[config.mk]
export PLATFORM = sky130hd
export DESIGN_NAME = stk_status_unit
export DESIGN_NICKNAME = d
export VERILOG_FILES = /design/src/rtl/stk_pkg.sv /design/src/rtl/stk_seq.sv /design/src/rtl/stk_ptr.sv /design/src/rtl/stk_regs.sv /design/src/rtl/stk_status_unit.sv
export SDC_FILE = /design/constraint.sdc
export NUM_CORES = 1
export LEC_CHECK = 0
export BUFFER_PORTS_ARGS = -buffer_cell sky130_fd_sc_hd__buf_2
export CORE_MARGIN = 8
export CORE_UTILIZATION = 50
export DETAILED_ROUTE_END_ITERATION = 8
export PLACE_DENSITY = 0.82
export SYNTH_ARGS = -nofsm -noshare
export SYNTH_HDL_FRONTEND = slang
export SYNTH_SLANG_ARGS = --single-unit
[constraint.sdc]
create_clock -name clk -period 5.1 [get_ports clk]
set_clock_uncertainty 0.1 [all_clocks]
set_input_delay 1.02 -clock clk [delete_from_list [all_inputs] [get_ports clk]]
set_output_delay 1.02 -clock clk [all_outputs]
set_load 0.02 [all_outputs]
[src/rtl/stk_pkg.sv]
package stk_pkg;

   typedef enum logic [2:0] {
      OP_PUSH_A     = 3'd0,
      OP_PUSH_P     = 3'd1,
      OP_PULL_A     = 3'd2,
      OP_PULL_P     = 3'd3,
      OP_PUSH_BYTE  = 3'd4,
      OP_PULL_BYTE  = 3'd5,
      OP_PUSH_P_IRQ = 3'd6,
      OP_NONE       = 3'd7
   } stk_op_e;

   typedef enum logic [1:0] {
      ST_IDLE = 2'd0,
      ST_MEM  = 2'd1,
      ST_CAP  = 2'd2
   } stk_state_e;

   // stored flags, packed most significant first
   typedef struct packed {
      logic n;
      logic v;
      logic d;
      logic i;
      logic z;
      logic c;
   } stk_flags_t;

   // status byte positions (the bit order is what memory sees)
   localparam int unsigned SB_N   = 7;
   localparam int unsigned SB_V   = 6;
   localparam int unsigned SB_ONE = 5;
   localparam int unsigned SB_BRK = 4;
   localparam int unsigned SB_D   = 3;
   localparam int unsigned SB_I   = 2;
   localparam int unsigned SB_Z   = 1;
   localparam int unsigned SB_C   = 0;

   function automatic logic [7:0] stk_pack(stk_flags_t f, logic brk);
      logic [7:0] b;
      b         = '0;
      b[SB_N]   = f.n;
      b[SB_V]   = f.v;
      b[SB_ONE] = 1'b1;
      b[SB_BRK] = brk;
      b[SB_D]   = f.d;
      b[SB_I]   = f.i;
      b[SB_Z]   = f.z;
      b[SB_C]   = f.c;
      return b;
   endfunction

   function automatic stk_flags_t stk_unpack(logic [7:0] b);
      stk_flags_t f;
      f.n = b[SB_N];
      f.v = b[SB_V];
      f.d = b[SB_D];
      f.i = b[SB_I];
      f.z = b[SB_Z];
      f.c = b[SB_C];
      return f;
   endfunction

   function automatic logic stk_is_push(stk_op_e op);
      return (op == OP_PUSH_A) || (op == OP_PUSH_P) ||
             (op == OP_PUSH_BYTE) || (op == OP_PUSH_P_IRQ);
   endfunction

   function automatic logic stk_is_pull(stk_op_e op);
      return (op == OP_PULL_A) || (op == OP_PULL_P) || (op == OP_PULL_BYTE);
   endfunction

endpackage

[src/rtl/stk_seq.sv]
module stk_seq
   import stk_pkg::*;
(
   input  logic       clk,
   input  logic       rst_n,
   input  logic       req_valid,
   input  logic [2:0] req_op,
   output logic       accept,
   output stk_op_e    cur_op,
   output logic       busy,
   output logic       sp_inc,
   output logic       sp_dec,
   output logic       mem_we,
   output logic       mem_re,
   output logic       capture
);

   stk_state_e state_q;
   stk_state_e state_d;
   stk_op_e    op_in;

   assign op_in  = stk_op_e'(req_op);
   assign busy   = (state_q != ST_IDLE);
   assign accept = req_valid && !busy && (op_in != OP_NONE);

   always_comb begin
      state_d = state_q;
      unique case (state_q)
         ST_IDLE: if (accept) state_d = ST_MEM;
         ST_MEM:  state_d = stk_is_pull(cur_op) ? ST_CAP : ST_IDLE;
         ST_CAP:  state_d = ST_IDLE;
         default: state_d = ST_IDLE;
      endcase
   end

   always_ff @(posedge clk) begin
      if (!rst_n) begin
         state_q <= ST_IDLE;
         cur_op  <= OP_NONE;
      end else begin
         state_q <= state_d;
         if (accept) cur_op <= op_in;
      end
   end

   // pull pre-increments on the accept edge; push post-decrements on its memory edge
   assign sp_inc  = accept && stk_is_pull(op_in);
   assign mem_we  = (state_q == ST_MEM) && stk_is_push(cur_op);
   assign mem_re  = (state_q == ST_MEM) && stk_is_pull(cur_op);
   assign sp_dec  = mem_we;
   assign capture = (state_q == ST_CAP);

   assert_accept_starts_R10: assert property (@(posedge clk) disable iff (!rst_n)
      accept |=> (mem_we || mem_re));
   assert_push_one_cycle_R10: assert property (@(posedge clk) disable iff (!rst_n)
      mem_we |=> !busy);
   assert_pull_two_cycles_R10: assert property (@(posedge clk) disable iff (!rst_n)
      mem_re |=> (busy && !mem_re && !mem_we));
   assert_busy_ignores_R11: assert property (@(posedge clk) disable iff (!rst_n)
      (busy && req_valid) |-> !accept);
   assert_no_dual_port_R2: assert property (@(posedge clk) disable iff (!rst_n)
      !(mem_we && mem_re));

endmodule

[src/rtl/stk_ptr.sv]
module stk_ptr #(
   parameter int unsigned DW         = 8,
   parameter int unsigned AW         = 16,
   parameter int unsigned STACK_PAGE = 1,
   parameter int unsigned SP_RESET   = 255
) (
   input  logic          clk,
   input  logic          rst_n,
   input  logic          inc,
   input  logic          dec,
   output logic [DW-1:0] sp,
   output logic [AW-1:0] addr
);

   localparam int unsigned PW = AW - DW;
   localparam logic [PW-1:0] PAGE   = PW'(STACK_PAGE);
   localparam logic [DW-1:0] STEP   = DW'(1);
   localparam logic [DW-1:0] SP_RST = DW'(SP_RESET);

   generate
      if (STACK_PAGE >= (64'd1 << PW)) begin : g_page_too_wide
         $error("stk_ptr: STACK_PAGE does not fit in the high address bits");
      end
      if (SP_RESET >= (64'd1 << DW)) begin : g_reset_too_wide
         $error("stk_ptr: SP_RESET does not fit in the pointer");
      end
   endgenerate

   always_ff @(posedge clk) begin
      if (!rst_n)   sp <= SP_RST;
      else if (inc) sp <= sp + STEP;
      else if (dec) sp <= sp - STEP;
   end

   assign addr = {PAGE, sp};

   assert_no_inc_and_dec_R2: assert property (@(posedge clk) disable iff (!rst_n)
      !(inc && dec));
   assert_idle_holds_R11: assert property (@(posedge clk) disable iff (!rst_n)
      (!inc && !dec) |=> $stable(sp));

endmodule

[src/rtl/stk_regs.sv]
module stk_regs
   import stk_pkg::*;
#(
   parameter int unsigned DW          = 8,
   parameter logic [7:0]  ACC_RESET   = 8'h00,
   parameter logic [5:0]  FLAGS_RESET = 6'b000100
) (
   input  logic          clk,
   input  logic          rst_n,
   input  logic          acc_wr_en,
   input  logic [DW-1:0] acc_wr_data,
   input  logic          flag_wr_en,
   input  logic [7:0]    flag_wr_data,
   input  logic          cap_en,
   input  stk_op_e       cap_op,
   input  logic [DW-1:0] cap_data,
   output logic [DW-1:0] acc,
   output stk_flags_t    flags
);

   logic cap_a;
   logic cap_p;

   assign cap_a = cap_en && (cap_op == OP_PULL_A);
   assign cap_p = cap_en && (cap_op == OP_PULL_P);

   always_ff @(posedge clk) begin
      if (!rst_n)          acc <= DW'(ACC_RESET);
      else if (cap_a)      acc <= cap_data;
      else if (acc_wr_en)  acc <= acc_wr_data;
   end

   always_ff @(posedge clk) begin
      if (!rst_n) begin
         flags <= stk_flags_t'(FLAGS_RESET);
      end else if (cap_p) begin
         flags <= stk_unpack(cap_data);
      end else if (cap_a) begin
         flags.n <= cap_data[DW-1];
         flags.z <= (cap_data == '0);
      end else if (flag_wr_en) begin
         flags <= stk_unpack(flag_wr_data);
      end
   end

   assert_pull_a_nz_R8: assert property (@(posedge clk) disable iff (!rst_n)
      cap_a |=> (acc == $past(cap_data)) && (flags.n == acc[DW-1]) && (flags.z == (acc == '0)));
   assert_pull_a_keeps_R8: assert property (@(posedge clk) disable iff (!rst_n)
      cap_a |=> (flags.v == $past(flags.v)) && (flags.d == $past(flags.d)) &&
                (flags.i == $past(flags.i)) && (flags.c == $past(flags.c)));
   assert_pull_p_fields_R7: assert property (@(posedge clk) disable iff (!rst_n)
      cap_p |=> (flags.n == $past(cap_data[SB_N])) && (flags.c == $past(cap_data[SB_C])) &&
                $stable(acc));

endmodule

[src/rtl/stk_status_unit.sv]
module stk_status_unit
   import stk_pkg::*;
#(
   parameter int unsigned DW          = 8,
   parameter int unsigned AW          = 16,
   parameter int unsigned STACK_PAGE  = 1,
   parameter int unsigned SP_RESET    = 255,
   parameter logic [7:0]  ACC_RESET   = 8'h00,
   parameter logic [5:0]  FLAGS_RESET = 6'b000100
) (
   input  logic          clk,
   input  logic          rst_n,
   input  logic          req_valid,
   input  logic [2:0]    req_op,
   input  logic [DW-1:0] push_data,
   output logic [DW-1:0] pull_data,
   output logic          pull_valid,
   input  logic          acc_wr_en,
   input  logic [DW-1:0] acc_wr_data,
   input  logic          flag_wr_en,
   input  logic [7:0]    flag_wr_data,
   output logic [DW-1:0] acc,
   output logic [7:0]    status,
   output logic [DW-1:0] sp,
   output logic          busy,
   output logic [AW-1:0] mem_addr,
   output logic          mem_we,
   output logic          mem_re,
   output logic [DW-1:0] mem_wdata,
   input  logic [DW-1:0] mem_rdata
);

   localparam int unsigned PW = AW - DW;
   localparam logic [DW-1:0] STEP = DW'(1);

   generate
      if (DW != 8) begin : g_bad_dw
         $error("stk_status_unit: the status byte layout needs DW == 8");
      end
      if (AW <= DW) begin : g_bad_aw
         $error("stk_status_unit: AW must exceed DW to hold a page number");
      end
   endgenerate

   logic       accept;
   stk_op_e    cur_op;
   logic       sp_inc;
   logic       sp_dec;
   logic       capture;
   stk_flags_t flags;
   logic [DW-1:0] wbyte_d;
   logic [DW-1:0] wbyte_q;

   stk_seq u_seq (
      .clk       (clk),
      .rst_n     (rst_n),
      .req_valid (req_valid),
      .req_op    (req_op),
      .accept    (accept),
      .cur_op    (cur_op),
      .busy      (busy),
      .sp_inc    (sp_inc),
      .sp_dec    (sp_dec),
      .mem_we    (mem_we),
      .mem_re    (mem_re),
      .capture   (capture)
   );

   stk_ptr #(
      .DW         (DW),
      .AW         (AW),
      .STACK_PAGE (STACK_PAGE),
      .SP_RESET   (SP_RESET)
   ) u_ptr (
      .clk   (clk),
      .rst_n (rst_n),
      .inc   (sp_inc),
      .dec   (sp_dec),
      .sp    (sp),
      .addr  (mem_addr)
   );

   stk_regs #(
      .DW          (DW),
      .ACC_RESET   (ACC_RESET),
      .FLAGS_RESET (FLAGS_RESET)
   ) u_regs (
      .clk          (clk),
      .rst_n        (rst_n),
      .acc_wr_en    (acc_wr_en),
      .acc_wr_data  (acc_wr_data),
      .flag_wr_en   (flag_wr_en),
      .flag_wr_data (flag_wr_data),
      .cap_en       (capture),
      .cap_op       (cur_op),
      .cap_data     (mem_rdata),
      .acc          (acc),
      .flags        (flags)
   );

   // the byte to be pushed is frozen when the request is taken
   always_comb begin
      unique case (stk_op_e'(req_op))
         OP_PUSH_A:     wbyte_d = acc;
         OP_PUSH_P:     wbyte_d = stk_pack(flags, 1'b1);
         OP_PUSH_P_IRQ: wbyte_d = stk_pack(flags, 1'b0);
         OP_PUSH_BYTE:  wbyte_d = push_data;
         default:       wbyte_d = wbyte_q;
      endcase
   end

   always_ff @(posedge clk) begin
      if (!rst_n)      wbyte_q <= '0;
      else if (accept) wbyte_q <= wbyte_d;
   end

   assign mem_wdata = wbyte_q;

   always_ff @(posedge clk) begin
      if (!rst_n) begin
         pull_valid <= 1'b0;
         pull_data  <= '0;
      end else begin
         pull_valid <= capture && (cur_op == OP_PULL_BYTE);
         if (capture && (cur_op == OP_PULL_BYTE)) pull_data <= mem_rdata;
      end
   end

   assign status = stk_pack(flags, 1'b0);

   assert_page_fixed_R2: assert property (@(posedge clk) disable iff (!rst_n)
      (mem_we || mem_re) |-> (mem_addr[AW-1:DW] == PW'(STACK_PAGE)));
   assert_access_only_busy_R2: assert property (@(posedge clk) disable iff (!rst_n)
      (mem_we || mem_re) |-> busy);
   assert_push_then_dec_R3: assert property (@(posedge clk) disable iff (!rst_n)
      mem_we |=> (sp == $past(mem_addr[DW-1:0]) - STEP));
   assert_pull_after_inc_R4: assert property (@(posedge clk) disable iff (!rst_n)
      mem_re |-> (mem_addr[DW-1:0] == $past(sp) + STEP));
   assert_push_p_break_R6: assert property (@(posedge clk) disable iff (!rst_n)
      (mem_we && cur_op == OP_PUSH_P) |-> (mem_wdata[SB_BRK] && mem_wdata[SB_ONE]));
   assert_irq_p_break_R6: assert property (@(posedge clk) disable iff (!rst_n)
      (mem_we && cur_op == OP_PUSH_P_IRQ) |-> (!mem_wdata[SB_BRK] && mem_wdata[SB_ONE]));
   assert_pull_strobe_once_R9: assert property (@(posedge clk) disable iff (!rst_n)
      pull_valid |=> !pull_valid);

endmodule

# ---- Word level (Yosys, flattened, before mapping)
# Index checks and enable logic that the tools add are counted.
dict set report totals {
  ff_bits 44
  latchBits 0
  ram_bits 0
  mem_bits_ro 0
  in_bits 40
  out_inout_bits 60
  elab_cells 74
  mem_count 0
}
dict set report classes {
  addsub 2
  n_mul 0
  div_mod_pow 0
  n_lt_le_gt_ge 0
  eq_ne 17
  shift 0
  n_mux 14
  bitwise 0
  n_reduce_logical 28
}
# cell n
set ops {}
lappend ops {{8-bit 2-to-1 mux} 4}
lappend ops {{8-bit one-hot mux with 4 select lines} 1}
lappend ops {{3-bit equality test, second input constant} 6}
lappend ops {{3-bit by 2-bit equality test with 1-bit output, second input constant} 4}
lappend ops {{6-bit 2-to-1 mux} 2}
lappend ops {{8-bit by 1-bit adder with 8-bit output, second input constant} 1}
lappend ops {{1-bit logical AND} 8}
lappend ops {{8-bit zero test} 1}
lappend ops {{2-bit nonzero test} 4}
lappend ops {{8-bit by 1-bit subtractor with 8-bit output, second input constant} 1}
lappend ops {{1-bit logical OR} 7}
lappend ops {{3-bit by 1-bit equality test with 1-bit output, second input constant} 2}
lappend ops {{3-bit zero test} 2}
lappend ops {{2-bit 2-to-1 mux} 2}
lappend ops {{2-bit one-hot mux with 2 select lines} 1}
lappend ops {{2-bit AND reduction} 2}
lappend ops {{4-bit nonzero test} 1}
lappend ops {{1-bit 2-to-1 mux} 3}
lappend ops {{3-bit 2-to-1 mux} 1}
lappend ops {{3-bit inequality test, second input constant} 1}
lappend ops {{3-bit nonzero test} 1}
lappend ops {{2-bit by 1-bit equality test with 1-bit output, second input constant} 1}
lappend ops {{2-bit equality test, second input constant} 1}
lappend ops {{2-bit zero test} 1}
lappend ops {{other kinds (3)} 3}

# ---- Longest topological paths before layout
# Gate-level depths: netlist (run 1).
dict set report logic_depth {
  depth_word 7
  ltp_mapped 10
  mapped_depth_nobuf 9
}

# ---- Hierarchy
# A second synthesis (run 1) with hierarchy kept.
dict set report unflattened {
  hier_cells 306
  hier_area_um2 2697.6
}
# mod instances cells_each area_each_um2 seq_area_each_um2
set by_module_without_submodules {}
lappend by_module_without_submodules {stk_status_unit 1 111 979.7 340.3}
lappend by_module_without_submodules {stk_ptr 1 88 734.5 160.2}
lappend by_module_without_submodules {stk_regs 1 75 719.4 280.3}
lappend by_module_without_submodules {stk_seq 1 32 264.0 100.1}

# ---- Worst setup path before layout (run 1)
# Ideal clock, no wire load.
dict set report synth_path {
  path_kind {input to register}
  startpoint {in req_valid}
  endpoint {reg u_ptr.sp[6]}
  setup_ps 143
  arrival_time_ps 2957
  required_ps 4857
  setup_slack_ps 1901
  stages 9
  path_buffers 0
  path_cell_list {or3b_4 -> o21ba_4 -> inv_1 -> fa_1 -> a211oi_1 -> o21bai_1 -> a21oi_1 -> xor2_1 -> o211ai_1}
}
dict set report synth_between {
  elab_chain_len 4
  elab_cells_between_ends 5
  cone_classes {mux: 1; reduce/logical: 4}
}
# element line_no
set synth_rtl {}
lappend synth_rtl {{start: declaration} stk_status_unit.sv:13} ;# input logic req_valid,
lappend synth_rtl {{1-bit logical AND * (2 in a row)} stk_seq.sv:24} ;# assign accept = req_valid && !busy && (op_in != OP_NONE);
lappend synth_rtl {{1-bit logical AND *} stk_seq.sv:47} ;# assign sp_inc = accept && stk_is_pull(op_in);
lappend synth_rtl {{8-bit 2-to-1 mux or 2-bit nonzero test (tied branches)} n/a}
lappend synth_rtl {{end signal: assignment} stk_ptr.sv:31} ;# else if (inc) sp <= sp + STEP;
lappend synth_rtl {{end signal: assignment} stk_ptr.sv:32} ;# else if (dec) sp <= sp - STEP;
lappend synth_rtl {{end: declaration} stk_ptr.sv:11} ;# output logic [DW-1:0] sp,
# Every way passes the cells marked *; elsewhere a longest branch is shown, timed or not.
# A chain may end at the register's enable or synchronous reset.

# ---- Worst setup path in the final report (run 1)
# Ends and elaborated chain as after synthesis.

==> flow_metrics.tcl, run 1 <==
set metrics [dict create \
    rsz0062_at_grt "no" \
    clkSinkCount 44 \
    cts_hold_buf 0 \
    clock.fmax_mhz 306 \
    area_delta_synth_final_pct 18.1 \
    antenna_cells 0 \
    netlist_instances 289 \
    antenna_left 0 \
    drive_above_1_share 0.294 \
    firstDrtPassIters 4 \
    io_buffer_count 87 \
    drt_iter0_markers 166 \
    period_needed_ns 3.26 \
    htreeDepth 2 \
    crit_path_start_kind "input pin" \
    post_cts.repair.setup_buffers 0 \
    status "finished clean" \
    ios 100 \
    drv_cap 0 \
    critical_path_required_ns 5.16 \
    grt_pass1_vias 2222 \
    wl_per_cell_um 15.2 \
    synth_ff_type "dfxtp_1" \
    fin_cells 424 \
    tightest_slew_ns 0.842 \
    holdCritPathClass "reg2reg" \
    overflow 0 \
    worstSkewPairLatency_ns 0.29 \
    nFillCells 435 \
    crit_path_end_kind "register" \
    dieArea_um2 7430 \
    via_per_inst 5.26 \
    gp_congestion 0.890 \
    cts_tree "done" \
    track_usage 0.175 \
    peakVddDrop_mv 0.208 \
    synth_cell_types 48 \
    row_count 25 \
    yosysWarnings 0 \
    final_common_cell "buf_2" \
    antenna_found_initial 0 \
    final_util 0.612 \
    crit_type "in2reg" \
    grt_max_degree 26 \
    hold_viol 0 \
    path_clk_slew_ns 0.08 \
    cp_max_fo 14 \
    power.density_nw_per_um2 290 \
    avgSynthCellArea_um2 8.53 \
    p_leak_uw 0.00136 \
    ys_ff_latch 44 \
    cp.arrival_ns 3.32 \
    power_uw 843 \
    drv_slew 0 \
    core_um2 4750 \
    cts-resized-gates 0 \
    cts-root-buf "clkbuf_8" \
    async_reset_ff_frac 0 \
    die_w_um 86.2 \
    maxSlewHeadroom 0.438 \
    synth-edff-count 0 \
    dp.cells 416 \
    start_util 0.518 \
    finalSetupViolCount 0 \
    wl_um 6430 \
    grt_pass1_wl_um 10600 \
    final_cell_area_um2 2910 \
    fp.dieH_um 86.2 \
    ys_seq_area_frac 0.357 \
    netlist_area_um2 2460 \
    min_period_over_period 0.640 \
    final.setup.tns_ns 0 \
    dp_hpwl_um 5000 \
    drt_drc_violations_left 0 \
    postPlaceCellArea_um2 2800 \
    cts_made_buffers 5 \
    vias 2229 \
    final_net_count 403 \
    cts_max_path_buffers 2 \
    final_cell_mix "87 x buf_2, 44 x dfxtp_1, 42 x nor2_1" \
]
[sequential cells by signal, indices dropped and copies added (netlist names)]
name	flops
mem_wdata	8
pull_data	8
pull_valid	1
u_ptr.sp	8
u_regs.acc	8
u_regs.flags	6
u_seq.cur_op	3
u_seq.state_q	2
[critical path, stage by stage]
cell      delay [ns]
buf_2           0.07
or3b_4          0.45
o21ba_4         0.27
inv_1           0.14
fa_1            0.46
a211oi_1        0.34
o21bai_1        0.13
a21oi_1         0.19
xor2_1          0.16
o211ai_1        0.09
[cells in the mapped netlist (2+ instances only)]
library cell | count | area (um^2)
buf_4 | 19 | 143
inv_1 | 3 | 11.3
ha_1 | 6 | 75.1
nand3_1 | 2 | 10.0
buf_1 | 2 | 7.51
nor3_1 | 2 | 10.0
mux2i_1 | 25 | 250
dfxtp_1 | 44 | 881
nor2b_1 | 4 | 25.0
xor2_1 | 4 | 35.0
nor2_1 | 42 | 158
nand2b_1 | 5 | 31.3
o21ai_0 | 11 | 55.1
o211ai_1 | 3 | 22.5
nand2_1 | 19 | 71.3
a211oi_1 | 17 | 128
conb_1 | 2 | 7.51
o21bai_1 | 3 | 22.5
o22ai_1 | 8 | 50.1
clkbuf_1 | 10 | 37.5
a21o_1 | 2 | 15.0
buf_2 | 3 | 15.0
a21oi_1 | 26 | 130
buf_6 | 2 | 22.5
and2_1 | 2 | 12.5
[cell type report]
type / count / area [um^2] / area share
sequential: 44 / 881 / 0.303
clock buffer: 6 / 72.6 / 0.0249
tap: 67 / 83.8 / 0.0288
timing repair buffer: 88 / 443 / 0.152
clock inverter: 2 / 35.0 / 0.0120
inverter: 3 / 11.3 / 0.00387
multi-input combinational: 214 / 1380 / 0.475
[report_power, final]
group | internal [uW] | switching (uW) | leakage [uW]
Clock | 145 | 117 | 0.0000552
Combinational | 75.1 | 122 | 0.000940
Sequential | 364 | 20.1 | 0.000361
[per-stage QoR]
step / hold slack (ns) / setup slack, ns
after floorplan: 0.380 / 1.90
after global placement: 0.372 / 1.58
after detailed placement: 0.379 / 1.53
after CTS: 0.398 / 1.83
after global routing: 0.429 / 1.67
final: 0.401 / 1.84
[worst paths after layout]
check / from / to / slack (ns) / depth (start not counted)
max: req_valid / u_ptr.sp[6]$_SDFFE_PN1P_ / 1.84 / 10
min reg2reg: pull_data[0]$_SDFFE_PN0P_ / pull_data[0]$_SDFFE_PN0P_ / 0.40 / 2
min: pull_data[0]$_SDFFE_PN0P_ / pull_data[0]$_SDFFE_PN0P_ / 0.40 / 2
max reg2reg: u_seq.state_q[1]$_SDFFE_PN0P_ / u_ptr.sp[6]$_SDFFE_PN1P_ / 2.22 / 9
[routing by layer]
layer / part of all wire / track usage / up-vias
met2: 0.48 / 0.293 / 89
li1: - / - / 1129
met5: 0 / 0 / -
met4: 0.0090 / 0.0469 / 0
met1: 0.42 / 0.209 / 1003
met3: 0.088 / 0.0586 / 8
[logic make-up (layout without fill, tap and decap cells)]
| group | after synthesis | count (layout) | share of synthesized area |
|---|---|---|---|
| muxes | 26 | 26 | 0.106 |
| and+or+nand+nor | 87 | 87 | 0.171 |
| AOI/OAI and AO/OA | 80 | 80 | 0.214 |
| adders and majority gates | 7 | 7 | 0.0386 |
| other | 2 | 10 | 0.00305 |
| buffers and inverters | 39 | 99 | 0.0959 |
| DFF | 44 | 44 | 0.357 |
| xor gates and xnor gates | 4 | 4 | 0.0142 |
(Power assumes the default switching activity.)
==> inputs of run 2 (changes only) <==
Settings changed: CORE_UTILIZATION 50 to 48, PLACE_DENSITY 0.82 to 0.8.
Clock period 5.1 ns to 3.1 ns, I/O delays scaled along.
==> run 2 against run 1 <==
Net effect: cell area grew 1.8%; largest power group unchanged; highest routed layer unchanged; critical path depth shrank 1; critical endpoint unchanged; utilization shrank 2.5 points; non-clock buffer count grew 6; worst hold slack lost 0.0020 ns; total power grew 67%; global-route usage shrank 0.22 points; die area grew 3.4%.
==> flow_metrics.tcl, run 2 (synthesis gave the netlist of run 1 again) <==
set metrics [dict create \
    period_needed_ns 2.70 \
    die_w_um 87.7 \
    row_count 26 \
    combPwrFrac 0.235 \
    wl_per_cell_um 15.1 \
    drive_above_1_share 0.309 \
    final_util 0.588 \
    gp_congestion 0.874 \
    p_clk_frac 0.316 \
    overflow 0 \
    htreeDepth 2 \
    cts_hold_buf 0 \
    holdPathStages 2 \
    core_um2 5040 \
    crit_path_start_kind "register" \
    cts_tree "done" \
    dp_hpwl_um 5200 \
    maxSlewHeadroom 0.453 \
    cts-resized-gates 0 \
    hold_viol 0 \
    clock.fmax_mhz 371 \
    track_usage 0.173 \
    worstSkewPairLatency_ns 0.30 \
    io_buffer_count 87 \
    nFillCells 471 \
    dieArea_um2 7680 \
    crit_path_end_kind "register" \
    grt_max_degree 26 \
    status "finished clean" \
    switching_power_uw 442 \
    grt_pass1_wl_um 10600 \
    ff2ff_path_depth 9 \
    holdCritPathClass "reg2reg" \
    critical_path_required_ns 3.18 \
    drv_cap 0 \
    peakVddDrop_mv 0.318 \
    final_cell_mix "87 x buf_2, 44 x dfxtp_1, 42 x nor2_1" \
    clkSinkCount 44 \
    drt_drc_violations_left 0 \
    p_leak_uw 0.00138 \
    tightest_slew_ns 0.820 \
    cts_made_buffers 5 \
    final.setup.tns_ns 0 \
    cp_max_fo 5 \
    area_delta_synth_final_pct 20.2 \
    drv_slew 0 \
    rsz0062_at_grt "no" \
    antenna_found_initial 0 \
    min_period_over_period 0.870 \
    firstDrtPassIters 4 \
    final_common_cell "buf_2" \
    post_cts.repair.setup_buffers 0 \
    cp.arrival_ns 2.78 \
    fin_cells 433 \
    cts-root-buf "clkbuf_8" \
    dp.cells 425 \
    antenna_left 0 \
    finalSetupViolCount 0 \
    crit_type "reg2reg" \
    wl_um 6560 \
    final_net_count 409 \
    seq_power_share 0.449 \
    path_clk_slew_ns 0.09 \
    p_int_uw 968 \
    drt_iter0_markers 179 \
    antenna_cells 0 \
    power.density_nw_per_um2 476 \
    cts_max_path_buffers 2 \
    power.share.switching 0.313 \
    grt_pass1_vias 2297 \
    start_util 0.489 \
    ios 100 \
    vias 2301 \
    via_per_inst 5.31 \
    fp.dieH_um 87.7 \
]
run 2: layout make-up:
| cell class | instances | area [um^2] | area share |
|---|---|---|---|
| Clock inverter | 3 | 42.5 | 0.0144 |
| Clock buffer | 5 | 68.8 | 0.0232 |
| Timing Repair Buffer | 94 | 488 | 0.165 |
| Tap cell | 70 | 87.6 | 0.0296 |
| Sequential cell | 44 | 881 | 0.297 |
| Multi-Input combinational cell | 214 | 1380 | 0.467 |
| Inverter | 3 | 11.3 | 0.00380 |
run 2: through the flow:
step                      setup slack, ns  area, um^2  hold WS, ns  total power, uW
final                               0.402        2960        0.399             1410
after global routing                0.227        2960        0.433             1470
after CTS                           0.383        2960        0.400             1410
after detailed placement            0.108        2850        0.378              977
after global placement              0.161        2850        0.371              970
after floorplan                     0.301        2490        0.380              888
run 2: power groups by stage:
| stage | registers (uW) | logic (uW) | clock network [uW] |
|---|---|---|---|
| floorplan | 675 | 214 | 0 |
| global placement | 645 | 325 | 0 |
| detailed placement | 646 | 331 | 0 |
| CTS | 632 | 333 | 449 |
| global route | 638 | 363 | 472 |
| finish | 633 | 332 | 445 |
run 2: final timing paths:
path,startpoint,end,slack [ns]
setup / recovery,u_seq.state_q[1]$_SDFFE_PN0P_,u_ptr.sp[6]$_SDFFE_PN1P_,0.40
hold / removal,pull_data[5]$_SDFFE_PN0P_,pull_data[5]$_SDFFE_PN0P_,0.40
setup reg to reg,u_seq.state_q[1]$_SDFFE_PN0P_,u_ptr.sp[6]$_SDFFE_PN1P_,0.40
hold reg to reg,pull_data[5]$_SDFFE_PN0P_,pull_data[5]$_SDFFE_PN0P_,0.40
run 2: worst max-delay path, stage by stage (launching register included):
cell and delay (ns):
dfxtp_1 0.37, or3b_4 0.41, o21ba_4 0.24, inv_1 0.09, fa_1 0.43, a211oi_1 0.35
o21bai_1 0.13, a21oi_1 0.19, xor2_1 0.17, o211ai_1 0.09
run 2: routing by layer:
layer	up-vias	share of wire	global-route usage
met5	-	0	0
met4	0	0.023	0.0719
met3	13	0.078	0.0647
met2	87	0.48	0.290
met1	1062	0.41	0.193
li1	1139	-	-
